**src/rtl/ctlport_pkg.sv**
```systemverilog
// Shared constants and types for the dual-mode configuration port.
package ctlport_pkg;
    localparam int unsigned BYTE_W   = 8;
    localparam int unsigned IDX_W    = 3;
    localparam int unsigned INCR_BIT = 7;
    localparam logic [5:0]  I2C_ADDR_HI   = 6'b001000;
    localparam logic [7:0]  SPI_ADDR_BYTE = 8'h20;

    // Pointer state: increment flag plus register index.
    typedef struct packed {
        logic             incr;
        logic [IDX_W-1:0] idx;
    } ptr_t;

    // Reset value of register k.
    function automatic logic [BYTE_W-1:0] reg_reset_val(input int unsigned k);
        case (k)
            1:       return 8'h83;
            2:       return 8'h49;
            default: return 8'h00;
        endcase
    endfunction
endpackage

```
**src/rtl/ctlport_sync.sv**
```systemverilog
// Multi-bit synchronizer. Gives the synchronized level and the level one
// clock earlier, so the parent can detect edges.
// Assumes the inputs change slowly compared with clk. There is no glitch filter.
module ctlport_sync #(
    parameter int unsigned W        = 3,
    parameter int unsigned STAGES   = 2,
    parameter logic [W-1:0] RST_VAL = '1
) (
    input  logic         clk,
    input  logic         rst_n,
    input  logic [W-1:0] d_i,
    output logic [W-1:0] lvl_o,
    output logic [W-1:0] dly_o
);
    logic [STAGES:0][W-1:0] stage_q;

    // Shift the raw inputs through the synchronizer chain.
    always_ff @(posedge clk) begin
        if (!rst_n) stage_q <= {(STAGES+1){RST_VAL}};
        else        stage_q <= {stage_q[STAGES-1:0], d_i};
    end

    assign lvl_o = stage_q[STAGES-1];
    assign dly_o = stage_q[STAGES];
endmodule

```
**src/rtl/ctlport_regs.sv**
```systemverilog
// Configuration register bank and address pointer.
// Assumes that at most one of ptr_we, data_we and rd_adv is high in a cycle.
module ctlport_regs
    import ctlport_pkg::*;
#(
    parameter int unsigned NREG = 5
) (
    input  logic                   clk,
    input  logic                   rst_n,
    input  logic                   ptr_we_i,
    input  logic                   data_we_i,
    input  logic                   rd_adv_i,
    input  logic [BYTE_W-1:0]      wr_byte_i,
    output logic [BYTE_W-1:0]      rd_byte_o,
    output logic [NREG*BYTE_W-1:0] bank_o
);
    localparam logic [IDX_W:0] NREG_L = (IDX_W+1)'(NREG);

    ptr_t ptr_q;
    logic hit_w;

    assign hit_w = {1'b0, ptr_q.idx} < NREG_L;

    // Load the pointer, or advance it after a data byte when increment is set.
    always_ff @(posedge clk) begin
        if (!rst_n)
            ptr_q <= '0;
        else if (ptr_we_i)
            ptr_q <= '{incr: wr_byte_i[INCR_BIT], idx: wr_byte_i[IDX_W-1:0]};
        else if ((data_we_i || rd_adv_i) && ptr_q.incr)
            ptr_q.idx <= ptr_q.idx + 1'b1;
    end

    for (genvar k = 0; k < NREG; k++) begin : g_reg
        logic [BYTE_W-1:0] r_q;
        // Capture a data byte aimed at this register.
        always_ff @(posedge clk) begin
            if (!rst_n)
                r_q <= reg_reset_val(k);
            else if (data_we_i && ptr_q.idx == IDX_W'(k))
                r_q <= wr_byte_i;
        end
        assign bank_o[k*BYTE_W +: BYTE_W] = r_q;
    end

    // Select the register at the pointer. Unbacked indices read as zero.
    always_comb begin
        rd_byte_o = '0;
        for (int k = 0; k < NREG; k++)
            if (ptr_q.idx == IDX_W'(k)) rd_byte_o = bank_o[k*BYTE_W +: BYTE_W];
    end


    ptr_hold_chk: assert property (@(posedge clk) disable iff (!rst_n)
        (data_we_i && !ptr_q.incr && !ptr_we_i) |=> $stable(ptr_q));


    oob_write_chk: assert property (@(posedge clk) disable iff (!rst_n)
        (data_we_i && !hit_w) |=> $stable(bank_o));
endmodule

```
**src/rtl/ctlport_i2c.sv**
```systemverilog
// I2C target engine working on oversampled SCL and SDA.
// Samples data on SCL rising edges and changes SDA only after SCL falling
// edges. While en_i is low the engine is held idle and releases SDA.
module ctlport_i2c
    import ctlport_pkg::*;
(
    input  logic              clk,
    input  logic              rst_n,
    input  logic              en_i,
    input  logic              scl_i,
    input  logic              scl_rise_i,
    input  logic              scl_fall_i,
    input  logic              sda_i,
    input  logic              sda_rise_i,
    input  logic              sda_fall_i,
    input  logic              ad0_i,
    input  logic [BYTE_W-1:0] rd_byte_i,
    output logic              sda_oe_o,
    output logic              ptr_we_o,
    output logic              data_we_o,
    output logic              rd_adv_o,
    output logic [BYTE_W-1:0] wr_byte_o
);
    typedef enum logic [2:0] {
        ST_IDLE, ST_ADDR, ST_AACK, ST_WR, ST_WACK, ST_RD, ST_RACK, ST_SKIP
    } st_e;

    st_e               st_q;
    logic [3:0]        cnt_q;
    logic [BYTE_W-1:0] sh_q;
    logic              rw_q, first_q, mack_q, oe_q;
    logic              start_w, stop_w, byte_end_w;

    assign start_w    = scl_i && sda_fall_i;
    assign stop_w     = scl_i && sda_rise_i;
    assign byte_end_w = scl_fall_i && (cnt_q == 4'd8);

    // Bus protocol state machine.
    always_ff @(posedge clk) begin
        if (!rst_n || !en_i) begin
            st_q <= ST_IDLE; cnt_q <= '0; sh_q <= '0;
            rw_q <= 1'b0; first_q <= 1'b0; mack_q <= 1'b0; oe_q <= 1'b0;
        end else if (start_w) begin
            st_q <= ST_ADDR; cnt_q <= '0; oe_q <= 1'b0;
        end else if (stop_w) begin
            st_q <= ST_IDLE; oe_q <= 1'b0;
        end else begin
            case (st_q)
                ST_ADDR: begin
                    if (scl_rise_i) begin
                        sh_q  <= {sh_q[6:0], sda_i};
                        cnt_q <= cnt_q + 4'd1;
                    end else if (byte_end_w) begin
                        if (sh_q[7:1] == {I2C_ADDR_HI, ad0_i}) begin
                            oe_q <= 1'b1; rw_q <= sh_q[0]; first_q <= 1'b1;
                            st_q <= ST_AACK;
                        end else begin
                            st_q <= ST_SKIP;
                        end
                    end
                end
                ST_AACK: if (scl_fall_i) begin
                    cnt_q <= '0;
                    if (rw_q) begin
                        sh_q <= rd_byte_i; oe_q <= ~rd_byte_i[7]; st_q <= ST_RD;
                    end else begin
                        oe_q <= 1'b0; st_q <= ST_WR;
                    end
                end
                ST_WR: begin
                    if (scl_rise_i) begin
                        sh_q  <= {sh_q[6:0], sda_i};
                        cnt_q <= cnt_q + 4'd1;
                    end else if (byte_end_w) begin
                        oe_q <= 1'b1; first_q <= 1'b0; st_q <= ST_WACK;
                    end
                end
                ST_WACK: if (scl_fall_i) begin
                    oe_q <= 1'b0; cnt_q <= '0; st_q <= ST_WR;
                end
                ST_RD: begin
                    if (scl_rise_i) begin
                        cnt_q <= cnt_q + 4'd1;
                    end else if (byte_end_w) begin
                        oe_q <= 1'b0; st_q <= ST_RACK;
                    end else if (scl_fall_i) begin
                        sh_q <= {sh_q[6:0], 1'b0}; oe_q <= ~sh_q[6];
                    end
                end
                ST_RACK: begin
                    if (scl_rise_i) begin
                        mack_q <= ~sda_i;
                    end else if (scl_fall_i) begin
                        if (mack_q) begin
                            sh_q <= rd_byte_i; oe_q <= ~rd_byte_i[7];
                            cnt_q <= '0; st_q <= ST_RD;
                        end else begin
                            st_q <= ST_SKIP;
                        end
                    end
                end
                default: ;
            endcase
        end
    end

    assign sda_oe_o  = oe_q;
    assign wr_byte_o = sh_q;
    assign ptr_we_o  = (st_q == ST_WR) && byte_end_w && first_q;
    assign data_we_o = (st_q == ST_WR) && byte_end_w && !first_q;
    assign rd_adv_o  = (st_q == ST_RD) && byte_end_w;


    oe_rise_low_chk: assert property (@(posedge clk) disable iff (!rst_n)
        $rose(oe_q) |-> !scl_i);
endmodule

```
**src/rtl/ctlport_spi.sv**
```systemverilog
// Write-only SPI-style target. Shifts the data line in on rising clock
// edges while the chip select is low. After an address byte equal to
// 0x20, it issues the pointer strobe and then one data strobe per byte.
module ctlport_spi
    import ctlport_pkg::*;
(
    input  logic              clk,
    input  logic              rst_n,
    input  logic              en_i,
    input  logic              cs_i,
    input  logic              sclk_rise_i,
    input  logic              din_i,
    output logic              ptr_we_o,
    output logic              data_we_o,
    output logic [BYTE_W-1:0] wr_byte_o
);
    logic [BYTE_W-1:0] sh_q;
    logic [2:0]        cnt_q;
    logic [1:0]        nbyte_q;
    logic              ok_q, done_q;

    // Shift bits and count the bytes of one chip-select frame.
    always_ff @(posedge clk) begin
        if (!rst_n || !en_i || cs_i) begin
            sh_q <= '0; cnt_q <= '0; nbyte_q <= '0; ok_q <= 1'b0; done_q <= 1'b0;
        end else begin
            done_q <= 1'b0;
            if (sclk_rise_i) begin
                sh_q   <= {sh_q[6:0], din_i};
                cnt_q  <= cnt_q + 3'd1;
                done_q <= (cnt_q == 3'd7);
            end
            if (done_q) begin
                if (nbyte_q == 2'd0) ok_q <= (sh_q == SPI_ADDR_BYTE);
                if (nbyte_q != 2'd2) nbyte_q <= nbyte_q + 2'd1;
            end
        end
    end

    assign wr_byte_o = sh_q;
    assign ptr_we_o  = done_q && ok_q && (nbyte_q == 2'd1);
    assign data_we_o = done_q && ok_q && (nbyte_q == 2'd2);


    cs_idle_chk: assert property (@(posedge clk) disable iff (!rst_n)
        cs_i |=> !(ptr_we_o || data_we_o));
endmodule

```
**src/rtl/cfgport_top.sv**
```systemverilog
// Dual-mode configuration port: an I2C target with read and write, or a
// write-only SPI-style target, over one shared register bank. The first
// falling edge of sel_i after reset switches to SPI mode until reset.
// Assumes every serial pin stays stable for at least four clk periods.
module cfgport_top
    import ctlport_pkg::*;
#(
    parameter int unsigned NREG        = 5,
    parameter int unsigned SYNC_STAGES = 2
) (
    input  logic                   clk,
    input  logic                   rst_n,
    input  logic                   scl_i,
    input  logic                   sda_i,
    input  logic                   sel_i,
    output logic                   sda_oe_o,
    output logic                   spi_mode_o,
    output logic [NREG*BYTE_W-1:0] cfg_o
);
    // Bit order of the synchronized bundle: {sel, sda, scl}.
    logic [2:0] lvl_w, dly_w;
    logic       spi_mode_q;
    logic       i_ptr_we, i_data_we, i_rd_adv, s_ptr_we, s_data_we;
    logic [BYTE_W-1:0] i_byte, s_byte, rd_byte;
    logic       ptr_we, data_we;
    logic [BYTE_W-1:0] wr_byte;

    ctlport_sync #(.W(3), .STAGES(SYNC_STAGES), .RST_VAL(3'b011)) u_sync (
        .clk(clk), .rst_n(rst_n), .d_i({sel_i, sda_i, scl_i}),
        .lvl_o(lvl_w), .dly_o(dly_w)
    );

    // Latch SPI mode on the first falling edge of the shared pin.
    always_ff @(posedge clk) begin
        if (!rst_n)                       spi_mode_q <= 1'b0;
        else if (dly_w[2] && !lvl_w[2])   spi_mode_q <= 1'b1;
    end

    ctlport_i2c u_i2c (
        .clk(clk), .rst_n(rst_n), .en_i(!spi_mode_q),
        .scl_i(lvl_w[0]), .scl_rise_i(lvl_w[0] && !dly_w[0]), .scl_fall_i(!lvl_w[0] && dly_w[0]),
        .sda_i(lvl_w[1]), .sda_rise_i(lvl_w[1] && !dly_w[1]), .sda_fall_i(!lvl_w[1] && dly_w[1]),
        .ad0_i(lvl_w[2]), .rd_byte_i(rd_byte), .sda_oe_o(sda_oe_o),
        .ptr_we_o(i_ptr_we), .data_we_o(i_data_we), .rd_adv_o(i_rd_adv), .wr_byte_o(i_byte)
    );

    ctlport_spi u_spi (
        .clk(clk), .rst_n(rst_n), .en_i(spi_mode_q), .cs_i(lvl_w[2]),
        .sclk_rise_i(lvl_w[0] && !dly_w[0]), .din_i(lvl_w[1]),
        .ptr_we_o(s_ptr_we), .data_we_o(s_data_we), .wr_byte_o(s_byte)
    );

    assign ptr_we  = spi_mode_q ? s_ptr_we  : i_ptr_we;
    assign data_we = spi_mode_q ? s_data_we : i_data_we;
    assign wr_byte = spi_mode_q ? s_byte    : i_byte;

    ctlport_regs #(.NREG(NREG)) u_regs (
        .clk(clk), .rst_n(rst_n), .ptr_we_i(ptr_we), .data_we_i(data_we),
        .rd_adv_i(i_rd_adv && !spi_mode_q), .wr_byte_i(wr_byte),
        .rd_byte_o(rd_byte), .bank_o(cfg_o)
    );

    assign spi_mode_o = spi_mode_q;


    mode_sticky_chk: assert property (@(posedge clk) disable iff (!rst_n)
        spi_mode_q |=> spi_mode_q);


    spi_quiet_chk: assert property (@(posedge clk) disable iff (!rst_n)
        spi_mode_q |=> !sda_oe_o);
endmodule

```
**config.mk**
```make
export PLATFORM = sky130hd
export DESIGN_NAME = cfgport_top
export DESIGN_NICKNAME = d
export VERILOG_FILES = /design/src/rtl/ctlport_pkg.sv /design/src/rtl/ctlport_sync.sv /design/src/rtl/ctlport_regs.sv /design/src/rtl/ctlport_i2c.sv /design/src/rtl/ctlport_spi.sv /design/src/rtl/cfgport_top.sv
export SDC_FILE = /design/constraint.sdc
export NUM_CORES = 1
export LEC_CHECK = 0
export ABC_AREA = 1
export BUFFER_PORTS_ARGS = -buffer_cell sky130_fd_sc_hd__buf_2
export CAP_MARGIN = 10
export CELL_PAD_IN_SITES_DETAIL_PLACEMENT = 1
export CELL_PAD_IN_SITES_GLOBAL_PLACEMENT = 2
export CORE_AREA = 3 3 120 122
export CTS_BUF_LIST = sky130_fd_sc_hd__clkbuf_8
export DETAILED_ROUTE_END_ITERATION = 12
export DIE_AREA = 0 0 123 125
export GPL_TIMING_DRIVEN = 0
export PLACE_DENSITY = 0.87
export SLEW_MARGIN = 5
export SYNTH_ARGS = -nofsm -noshare
export SYNTH_HDL_FRONTEND = slang
export SYNTH_HIERARCHICAL = 1
export SYNTH_SLANG_ARGS = --single-unit
export TNS_END_PERCENT = 30
```
**constraint.sdc**
```tcl
create_clock -name clk -period 6.1 [get_ports clk]
set_input_delay 0.915 -clock clk [delete_from_list [all_inputs] [get_ports clk]]
set_output_delay 0.915 -clock clk [all_outputs]
set_load 0.05 [all_outputs]
```
Word level (Yosys, flattened, before mapping). Index checks and enable logic that the tools add are counted. Widths: inputs -> output; s select.

Register bits after elaboration: 88. Word-level logic and storage cells: 198.

$add $sub $neg: 4. Equal/unequal tests: 46. Muxes and demuxes: 60. Bitwise operators: 6. Reduce and logical (&&, ||, !) cells: 58.

Operators with widths (count): $mux 8 (15); $mux 3 (14); $pmux 8 s4 (1); $ne 2x1->1 const B (13); $ne 4x1->1 const B (6); $logic_and 1x1->1 (22); $reduce_and 11->1 (2); $mux 1 (20); $mux 4 (5); $pmux 3 s6 (1); $ne 4x4->1 const B (4); $eq 3x3->1 const B (5); $reduce_and 13->1 (1); $eq 3x2->1 const B (4); $ne 2x2->1 const B (6); $pmux 4 s3 (1); $reduce_and 12->1 (1); $eq 8x6->1 const B (1); $logic_not 1->1 (8); $reduce_and 8->1 (1); $reduce_bool 8->1 (1); $reduce_or 2->1 (4); $eq 7x5->1 (1); $reduce_and 7->1 (1); other kinds (23) (36).

Depth between registers and ports, before layout. Gate-level depths: netlist of the first run.

Depth after elaboration: 11. Mapped depth: 17.

Modules after synthesis. The synthesis of the first run kept the hierarchy.

By module, submodules not included: ctlport_regs (times used 1, cells an instance 335, area each 2199.6 sq um, sequential area each 880.8 sq um); ctlport_i2c (times used 1, cells an instance 241, area each 1542.7 sq um, sequential area each 380.4 sq um); ctlport_spi (times used 1, cells an instance 97, area each 698.2 sq um, sequential area each 300.3 sq um); ctlport_sync (times used 1, cells an instance 34, area each 311.5 sq um, sequential area each 180.2 sq um); cfgport_top (times used 1, cells an instance 48, area each 209.0 sq um, sequential area each 20.0 sq um).

Worst setup path before layout of the first run. OpenSTA, ideal clock, no wires.

Path kind: reg2reg. Start point: register u_sync.stage_q (netlist bit u_sync/lvl_o[0]). End point: register u_regs.g_reg[2].r_q[7]. Setup time: 118 ps. Arrival time: 1965 ps. Data required time: 5982 ps. Slack: 4016 ps. Cell stages (with the launch flop): 14. Cell sequence: dfxtp_1 > buf_4 > nor2_1 > nand4_1 > or2_2 > nor2_1 > nand2_1 > nand2_1 > inv_1 > nor2_4 > inv_4 > buf_8 > o21ai_2 > a21oi_1.

Longest elaborated chain between the ends: 7.

Ends and longest elaborated chain: from (decl) (RTL line ctlport_sync.sv:15) `logic [STAGES:0][W-1:0] stage_q;`; from (signal assigned) (RTL line ctlport_sync.sv:19) `if (!rst_n) stage_q <= {(STAGES+1){RST_VAL}};`; from (signal assigned) (RTL line ctlport_sync.sv:20) `else stage_q <= {stage_q[STAGES-1:0], d_i};`; $logic_not 1->1 (RTL line cfgport_top.sv:41) `.scl_i(lvl_w[0]), .scl_rise_i(lvl_w[0] && !dly_w[0]), .scl_fall_i(!lvl_w[0] && dly_w[0]),`; $logic_and 1x1->1 (RTL line cfgport_top.sv:41); $logic_and 1x1->1 (RTL line ctlport_i2c.sv:36) `assign byte_end_w = scl_fall_i && (cnt_q == 4'd8);`; $logic_and 1x1->1 (2 in series) (RTL line ctlport_i2c.sv:110) `assign data_we_o = (st_q == ST_WR) && byte_end_w && !first_q;`; named net i_data_we (RTL line cfgport_top.sv:23) `logic i_ptr_we, i_data_we, i_rd_adv, s_ptr_we, s_data_we;`; $mux 1 (RTL line cfgport_top.sv:54) `assign data_we = spi_mode_q ? s_data_we : i_data_we;`; named net data_we (RTL line cfgport_top.sv:25) `logic ptr_we, data_we;`; $logic_and 1x1->1 (RTL line ctlport_regs.sv:40) `else if (data_we_i && ptr_q.idx == IDX_W'(k))`; to (signal assigned) (RTL line ctlport_regs.sv:39) `r_q <= reg_reset_val(k);`; to (signal assigned) (RTL line ctlport_regs.sv:41) `r_q <= wr_byte_i;`; to (decl) (RTL line ctlport_regs.sv:35) `logic [BYTE_W-1:0] r_q;`.

The timed path passes the listed nets, and every way through them passes these cells. A chain may end at the register's enable or synchronous reset.

Worst setup path after layout of the first run.
Start point: register u_sync.stage_q (netlist bit u_sync/lvl_o[0]). End point: register u_regs.g_reg[1].r_q[4].

Longest elaborated chain between the ends: 7.

Ends and longest elaborated chain (RTL line): $logic_not 1->1 (cfgport_top.sv:41); $logic_and 1x1->1 (cfgport_top.sv:41); $logic_and 1x1->1 (ctlport_i2c.sv:36); $logic_and 1x1->1 (2 in series) (ctlport_i2c.sv:110); named net i_data_we (cfgport_top.sv:23); $mux 1 (cfgport_top.sv:54); named net data_we (cfgport_top.sv:25); $logic_and 1x1->1 (ctlport_regs.sv:40); to (signal assigned) (ctlport_regs.sv:39); to (signal assigned) (ctlport_regs.sv:41); to (decl) (ctlport_regs.sv:35).

The timed path passes the listed nets, and every way through them passes these cells.

==> results.toml, run 1 <==
[sta]
finalHoldViolations = 0
period_needed_ns = 2.94
rsz0062_at_grt = "false"
worstMarginPinSlew_ns = 0.745
slew-limit-headroom_pct = 50.1
fin_crit_sh_pct = 48.2
finalClockSkew_ns = 0.0161
finalMaxSlewViolations = 0
finalSetupTns_ns = 0
max_freq_mhz = 340
finalSetupViolations = 0

[synth]
ys_warn_count = 6
syn-num-nets = 772
synth_cells = 755
ys_seq_area_share_pct = 35.5
ys_types = 37
synthesis.area_um2 = 4960
ys_seq_elements = 88
synth_area_per_cell_um2 = 6.57

[placed_design]
io_buffers = 46
place_hpwl_um = 11900
place_congestion = 0.930

[status]
outcome = "finished clean"

[critical_path]
worst_path_most_repeated_cell = "nand2_1"
critPathSlowestCell = "or2_2"
crit_type = "reg2reg"
cp_max_fo = 10
startpoint_type = "register"
cp.required_ns = 6.40
worstPathCellList = "buf_4 -> nor2_1 -> nand4_1 -> or2_2 -> nor2_1 -> nand2_1 -> nand2_1 -> buf_2 -> nand2_4 -> inv_2 -> nand2_1 -> a21oi_1"
slowest_delay_ns = 0.42
critPathArrivalTime_ns = 3.24
reg2reg_depth = 12
crit_path_end_kind = "register"

[power]
ir_worst_vdd_v = 0.000105
cellPowerDensity_nw_per_um2 = 196
p_leak_uw = 0.00273
p_int_uw = 817
clock_power_share_pct = 38.3
p_total_uw = 1100
seq_power_share_pct = 53.3
p_sw_uw = 283
p_comb_share_pct = 8.4
p_sw_share_pct = 25.7

[grt]
grt_pass1_wl_um = 24300
globalRouteOverflowTotal = 0
antenna_found_initial = 0
grt_max_degree = 14
grt_pass1_vias = 4765
track_usage_pct = 20.3

[clocking]
cts_sinks = 88
cts_tree = "done"
cts_resized = 0
insertion_delay_ns = 0.37
cts.hold.buffers_added = 0
cts_made_buffers = 9
cts_setup_buffers = 0
cts_max_path_buffers = 2
cts-root-buf = "clkbuf_8"
path_clk_slew_ns = 0.09
h-tree-depth = 3

[die]
rows = 42
start_util_pct = 37.3
die_x_um = 123
core_area_um2 = 13300
die_area_um2 = 15400
io_pins = 47
die_height_um = 125

[finish]
area_delta_synth_final_pct = 13.1
ff_latch_area_um2 = 1760
n_fill_cell = 1782
antennaDiodeCount = 0
drive_above_1_share_pct = 17.7
multi_input_area_um2 = 2550
nNetsFinal = 829

[routing]
drt_wl_total_um = 15200
via_per_inst = 4.82
vias = 4785
drc = 0
wl_per_cell_um = 15.4
ant_nets = 0
dr.pass1.iters = 4
initialDrtViolationCount = 227

[min_path]
hp-class = "reg2reg"
whs_path_depth = 2

[job]
max-cap-violations = 0
-- routing by layer --
layer  global-route usage, %  up-vias  routed length (µm)
met4                    5.86        0                 186
met3                    2.94       12                 678
met5                       0        -                   0
li1                        -     2449                   -
met1                    27.8     2242                7250
met2                    33.0       82                7130
-- synthesized netlist by cell type (all sizes together) --
cell type	n	area share [%]
xnor2	2	0.35
o21bai	1	0.15
nor2	104	9.2
dfxtp	88	36
ha	12	3.0
a21boi	2	0.30
a21oi	52	5.9
and3	1	0.13
nand4	7	0.88
clkbuf	5	0.38
nor3	2	0.20
buf	25	4.8
inv	105	8.0
nand2	246	20
a211oi	1	0.15
xor2	1	0.18
a22oi	1	0.15
o21ai	57	6.1
or2	1	0.13
nand3	42	5.0
-- worst max-delay path: cells and delay by family, from the launching register on --
family / cells / cell delay, ns
AOI/OAI and AO/OA: 1 / 0.13
buffers and inverters: 3 / 0.59
DFF: 1 / 0.31
and+or+nand+nor: 8 / 1.85
-- power groups by stage --
stage / clock, µW / sequential [µW] / combinational, µW
after floorplan: 0 / 600 / 63.8
after global placement: 0 / 600 / 90.4
after detailed placement: 0 / 600 / 92.4
after CTS: 437 / 586 / 92.8
after global routing: 466 / 587 / 102
final: 421 / 586 / 92.3
-- through the flow --
step	utilization, %	cell area, µm²	hold slack (ns)	setup slack, ns	std cells
2_1_floorplan	-	4960	0.380	4.02	755
3_3_place_gp	40.7	5410	0.384	3.26	977
3_5_place_dp	40.7	5410	0.395	3.21	977
4_1_cts	42.2	5610	0.415	3.17	993
5_1_grt	42.2	5610	0.434	3.00	993
6_report	42.2	5610	0.412	3.16	993
-- logic make-up (layout without fill, tap and decap cells) --
logic type / after synthesis / in the layout / share of synthesized area, %
flops: 88 / 88 / 35.5
compound gates: 114 / 114 / 12.7
xor+xnor: 3 / 3 / 0.530
fa+ha+maj: 12 / 12 / 3.03
simple gates: 403 / 403 / 35.1
buf+inv: 135 / 197 / 13.1
-- registers in the layout, summed over array words and instances (netlist names) --
register and count:
spi_mode_o 1, u_i2c/cnt_q 4, u_i2c/first_q 1, u_i2c/mack_q 1
u_i2c/rw_q 1, u_i2c/sda_oe_o 1, u_i2c/st_q 3, u_i2c/wr_byte_o 8
u_regs/g.r_q 40, u_regs/ptr_q 4, u_spi/cnt_q 3, u_spi/done_q 1
u_spi/nbyte_q 2, u_spi/ok_q 1, u_spi/wr_byte_o 8, u_sync/dly_o 3
u_sync/lvl_o 3, u_sync/stage_q 3
-- area by class of cell --
class	instances	area share, %
Sequential cell	88	31.4
Multi-Input combinational cell	532	45.4
Clock buffer	11	2.70
Inverter	105	7.07
Clock inverter	5	0.847
Buffer	30	4.55
Timing Repair Buffer	46	4.10
Tap cell	176	3.93
-- path summary, 6_finish.rpt --
kind	start	slack, ns	to
worst min-delay path	u_sync/stage_q[0]$_SDFF_PN1_	0.41	u_sync/lvl_o[0]$_SDFF_PN1_
worst max-delay path	u_sync/lvl_o[0]$_SDFF_PN1_	3.16	u_regs/g_reg[1].r_q[4]$_SDFFE_PN0P_
worst max register to register	u_sync/lvl_o[0]$_SDFF_PN1_	3.16	u_regs/g_reg[1].r_q[4]$_SDFFE_PN0P_
worst min register to register	u_sync/stage_q[0]$_SDFF_PN1_	0.41	u_sync/lvl_o[0]$_SDFF_PN1_
-- placed cells by master, fill, tap and decap left out, types with 7 or more instances in the layout --
master	n
ha_1	12
nand2_1	232
inv_1	91
o21ai_0	40
inv_2	15
o21ai_1	12
buf_2	48
a21oi_1	44
buf_6	10
nand3_1	36
buf_4	10
clkbuf_8	11
nand4_1	7
dfxtp_1	88
nor2_1	93
nand2_2	12
a21oi_2	8
Note: power is estimated with default switching activity, not from simulation.
==> run 2: changes to the inputs <==
--- a/config.mk
+++ b/config.mk
@@ -5,17 +5,17 @@
 export SDC_FILE = /design/constraint.sdc
 export NUM_CORES = 1
 export LEC_CHECK = 0
-export ABC_AREA = 1
+export ABC_AREA = 0
 export BUFFER_PORTS_ARGS = -buffer_cell sky130_fd_sc_hd__buf_2
 export CAP_MARGIN = 10
 export CELL_PAD_IN_SITES_DETAIL_PLACEMENT = 1
 export CELL_PAD_IN_SITES_GLOBAL_PLACEMENT = 2
-export CORE_AREA = 3 3 120 122
+export CORE_AREA = 3 3 116 118
 export CTS_BUF_LIST = sky130_fd_sc_hd__clkbuf_8
 export DETAILED_ROUTE_END_ITERATION = 12
-export DIE_AREA = 0 0 123 125
+export DIE_AREA = 0 0 119 121
 export GPL_TIMING_DRIVEN = 0
-export PLACE_DENSITY = 0.87
+export PLACE_DENSITY = 0.79
 export SLEW_MARGIN = 5
 export SYNTH_ARGS = -nofsm -noshare
 export SYNTH_HDL_FRONTEND = slang
==> constraint.sdc (replaced) <==
create_clock -name clk -period 3 [get_ports clk]
set_input_delay 0.45 -clock clk [delete_from_list [all_inputs] [get_ports clk]]
set_output_delay 0.45 -clock clk [all_outputs]
set_load 0.05 [all_outputs]
==> run 2 against run 1 <==
Effect of this change: critical path depth shrank 2; cell count shrank 24%; clock-buffer cell count is the same; core utilization grew 0.36 points; critical endpoint is now u_i2c/wr_byte_o[7]$_SDFFE_PP0P_; hold slack lost 0.15 ns; power grew 100%; register-to-register slack lost 2.9 ns; clock power grew 86%; largest cell class unchanged; fmax grew 5.8%.
==> results.toml, run 2 <==
[sta]
worstMarginPinSlew_ns = 0.599
rsz0062_at_grt = "false"
finalMaxSlewViolations = 0
period_needed_ns = 2.78
finalSetupViolations = 0
max_freq_mhz = 360
finalSetupTns_ns = 0
finalHoldViolations = 0
finalClockSkew_ns = 0.0105
fin_crit_sh_pct = 92.7
slew-limit-headroom_pct = 59.9

[die]
rows = 41
die_x_um = 119
start_util_pct = 37.5
io_pins = 47
die_height_um = 121
core_area_um2 = 12600
die_area_um2 = 14400

[finish]
final_common_cell = "dfxtp_1"
nNetsFinal = 592
area_delta_synth_final_pct = 13.5
antennaDiodeCount = 0
largest-register = "u_regs/g.r_q"
drive_above_1_share_pct = 20.3
mostFrequentLayoutCells = "dfxtp_1 (88), nand2_1 (57), buf_2 (56), mux2i_1 (48), nor2b_1 (39)"
largest_reg_flops = 40

[synth]
yosysMostFrequentCell = "dfxtp_1"
syn-num-nets = 535
ys_seq_elements = 88
synth_common_cells = "dfxtp_1 (88), nand2_1 (57), mux2i_1 (48), nor2b_1 (41), nand3_1 (30)"
synth_top_area_cell = "dfxtp_1"
synthTopCellsByArea = "dfxtp_1 (37%), mux2i_1 (10%), nor2b_1 (5.4%)"
ys_types = 60
synth_cells = 518
synthesis.area_um2 = 4710
synth-main-ff-cell = "dfxtp_1"
synth_area_per_cell_um2 = 9.10
ys_warn_count = 6
synth_edf_count = 0
ys_seq_area_share_pct = 37.4
synth_top_area_share_pct = 37.4
ys_async_sr_fraction_pct = 0

[critical_path]
crit_type = "reg2reg"
crit_path_end_kind = "register"
critPathArrivalTime_ns = 3.08
cp.required_ns = 3.30
rrSetupSlack_ns = 0.22
startpoint_type = "register"
cp_max_fo = 10

[grt]
globalRouteOverflowTotal = 0
track_usage_pct = 19.6
grt_pass1_vias = 3978
grt_pass1_wl_um = 22000
antenna_found_initial = 0
grt_max_degree = 15

[clocking]
cts_max_path_buffers = 2
cts-root-buf = "clkbuf_8"
cts_setup_buffers = 0
h-tree-depth = 3
cts_resized = 0
cts_made_buffers = 9
cts.hold.buffers_added = 0
cts_sinks = 88
cts_tree = "done"
path_clk_slew_ns = 0.09
insertion_delay_ns = 0.38

[routing]
vias = 3950
wl_per_cell_um = 18.4
via_per_inst = 5.25
drt_wl_total_um = 13800
dr.pass1.iters = 4
ant_nets = 0
initialDrtViolationCount = 242
drc = 0

[placed_design]
io_buffers = 46
place_hpwl_um = 10400
place_congestion = 0.879

[min_path]
hp-class = "in2reg"

[job]
max-cap-violations = 0

[power]
ir_worst_vdd_v = 0.000234
cellPowerDensity_nw_per_um2 = 420
p_leak_uw = 0.00213
p_total_uw = 2250

[status]
outcome = "finished clean"
[run 2: cell types whose count changed after synthesis, moves of 12 or more]
cell,change
a21oi_1,-21
o21ai_0,-23
o21a_1,+13
nor2b_1,+41
inv_2,-15
mux2i_1,+48
nor2_1,-68
inv_1,-77
nand2_2,-12
nand2_1,-175
[run 2: cell type report]
| cell class | instances | area [µm²] |
|---|---|---|
| buffer | 39 | 254 |
| clock buffer | 11 | 151 |
| clock inverter | 5 | 32.5 |
| fill | 1506 | 7220 |
| inverter | 12 | 45.0 |
| multi-input combinational | 379 | 2660 |
| sequential | 88 | 1760 |
| tap | 172 | 215 |
| timing repair buffer | 46 | 230 |
[run 2: logic make-up after synthesis]
| group | count (synthesis) | synth area share, % |
|---|---|---|
| AOI/OAI and AO/OA | 99 | 15.6 |
| xor gates and xnor gates | 3 | 0.557 |
| adders and majority gates | 12 | 3.18 |
| buffers and inverters | 51 | 6.34 |
| DFF | 88 | 37.4 |
| muxes | 60 | 13.7 |
| and+or+nand+nor | 205 | 23.3 |
[run 2: worst paths after layout]
kind	end	startpoint	depth (start not counted)
max	u_i2c/wr_byte_o[7]$_SDFFE_PP0P_	u_regs/ptr_q[2]$_SDFFE_PN0P_	10
min	u_sync/stage_q[0]$_SDFF_PN1_	scl_i	2
max reg2reg	u_i2c/wr_byte_o[7]$_SDFFE_PP0P_	u_regs/ptr_q[2]$_SDFFE_PN0P_	10
min reg2reg	u_sync/lvl_o[0]$_SDFF_PN1_	u_sync/stage_q[0]$_SDFF_PN1_	1
[run 2: metrics by stage]
step / std cells / instance area (µm²) / hold WS (ns) / setup WS, ns / util, %
2_1_floorplan: 518 / 4710 / 0.386 / 0.761 / -
3_3_place_gp: 736 / 5160 / 0.390 / 0.179 / 41.1
3_5_place_dp: 736 / 5160 / 0.402 / 0.140 / 41.1
4_1_cts: 752 / 5340 / 0.236 / 0.128 / 42.5
5_1_grt: 752 / 5350 / 0.249 / 0.0599 / 42.6
6_report: 752 / 5350 / 0.260 / 0.219 / 42.6
[run 2: layer usage]
layer	vias to the layer above	wire length, µm	part of all wire (%)	global-route usage [%]
li1	1928	-	-	-
met1	1911	6540	47	26.4
met2	95	6360	46	31.3
met3	16	661	4.8	3.68
met4	0	241	1.7	6.95
met5	-	0	0	0
[run 2: report_power, final]
group / internal (µW) / total (µW) / switching, µW
registers: 1180 / 1200 / 13.6
clock network: 343 / 783 / 440
logic: 91.6 / 267 / 176
total: 1620 / 2250 / 630
[run 2: critical path, stage by stage, from the launching register on]
cell and delay, ns:
dfxtp_1 0.47, clkbuf_1 0.44, inv_1 0.10, ha_1 0.21
buf_6 0.14, or2_0 0.21, buf_6 0.15, o311ai_2 0.43
nand2_1 0.11, a211o_1 0.31, a21oi_1 0.14
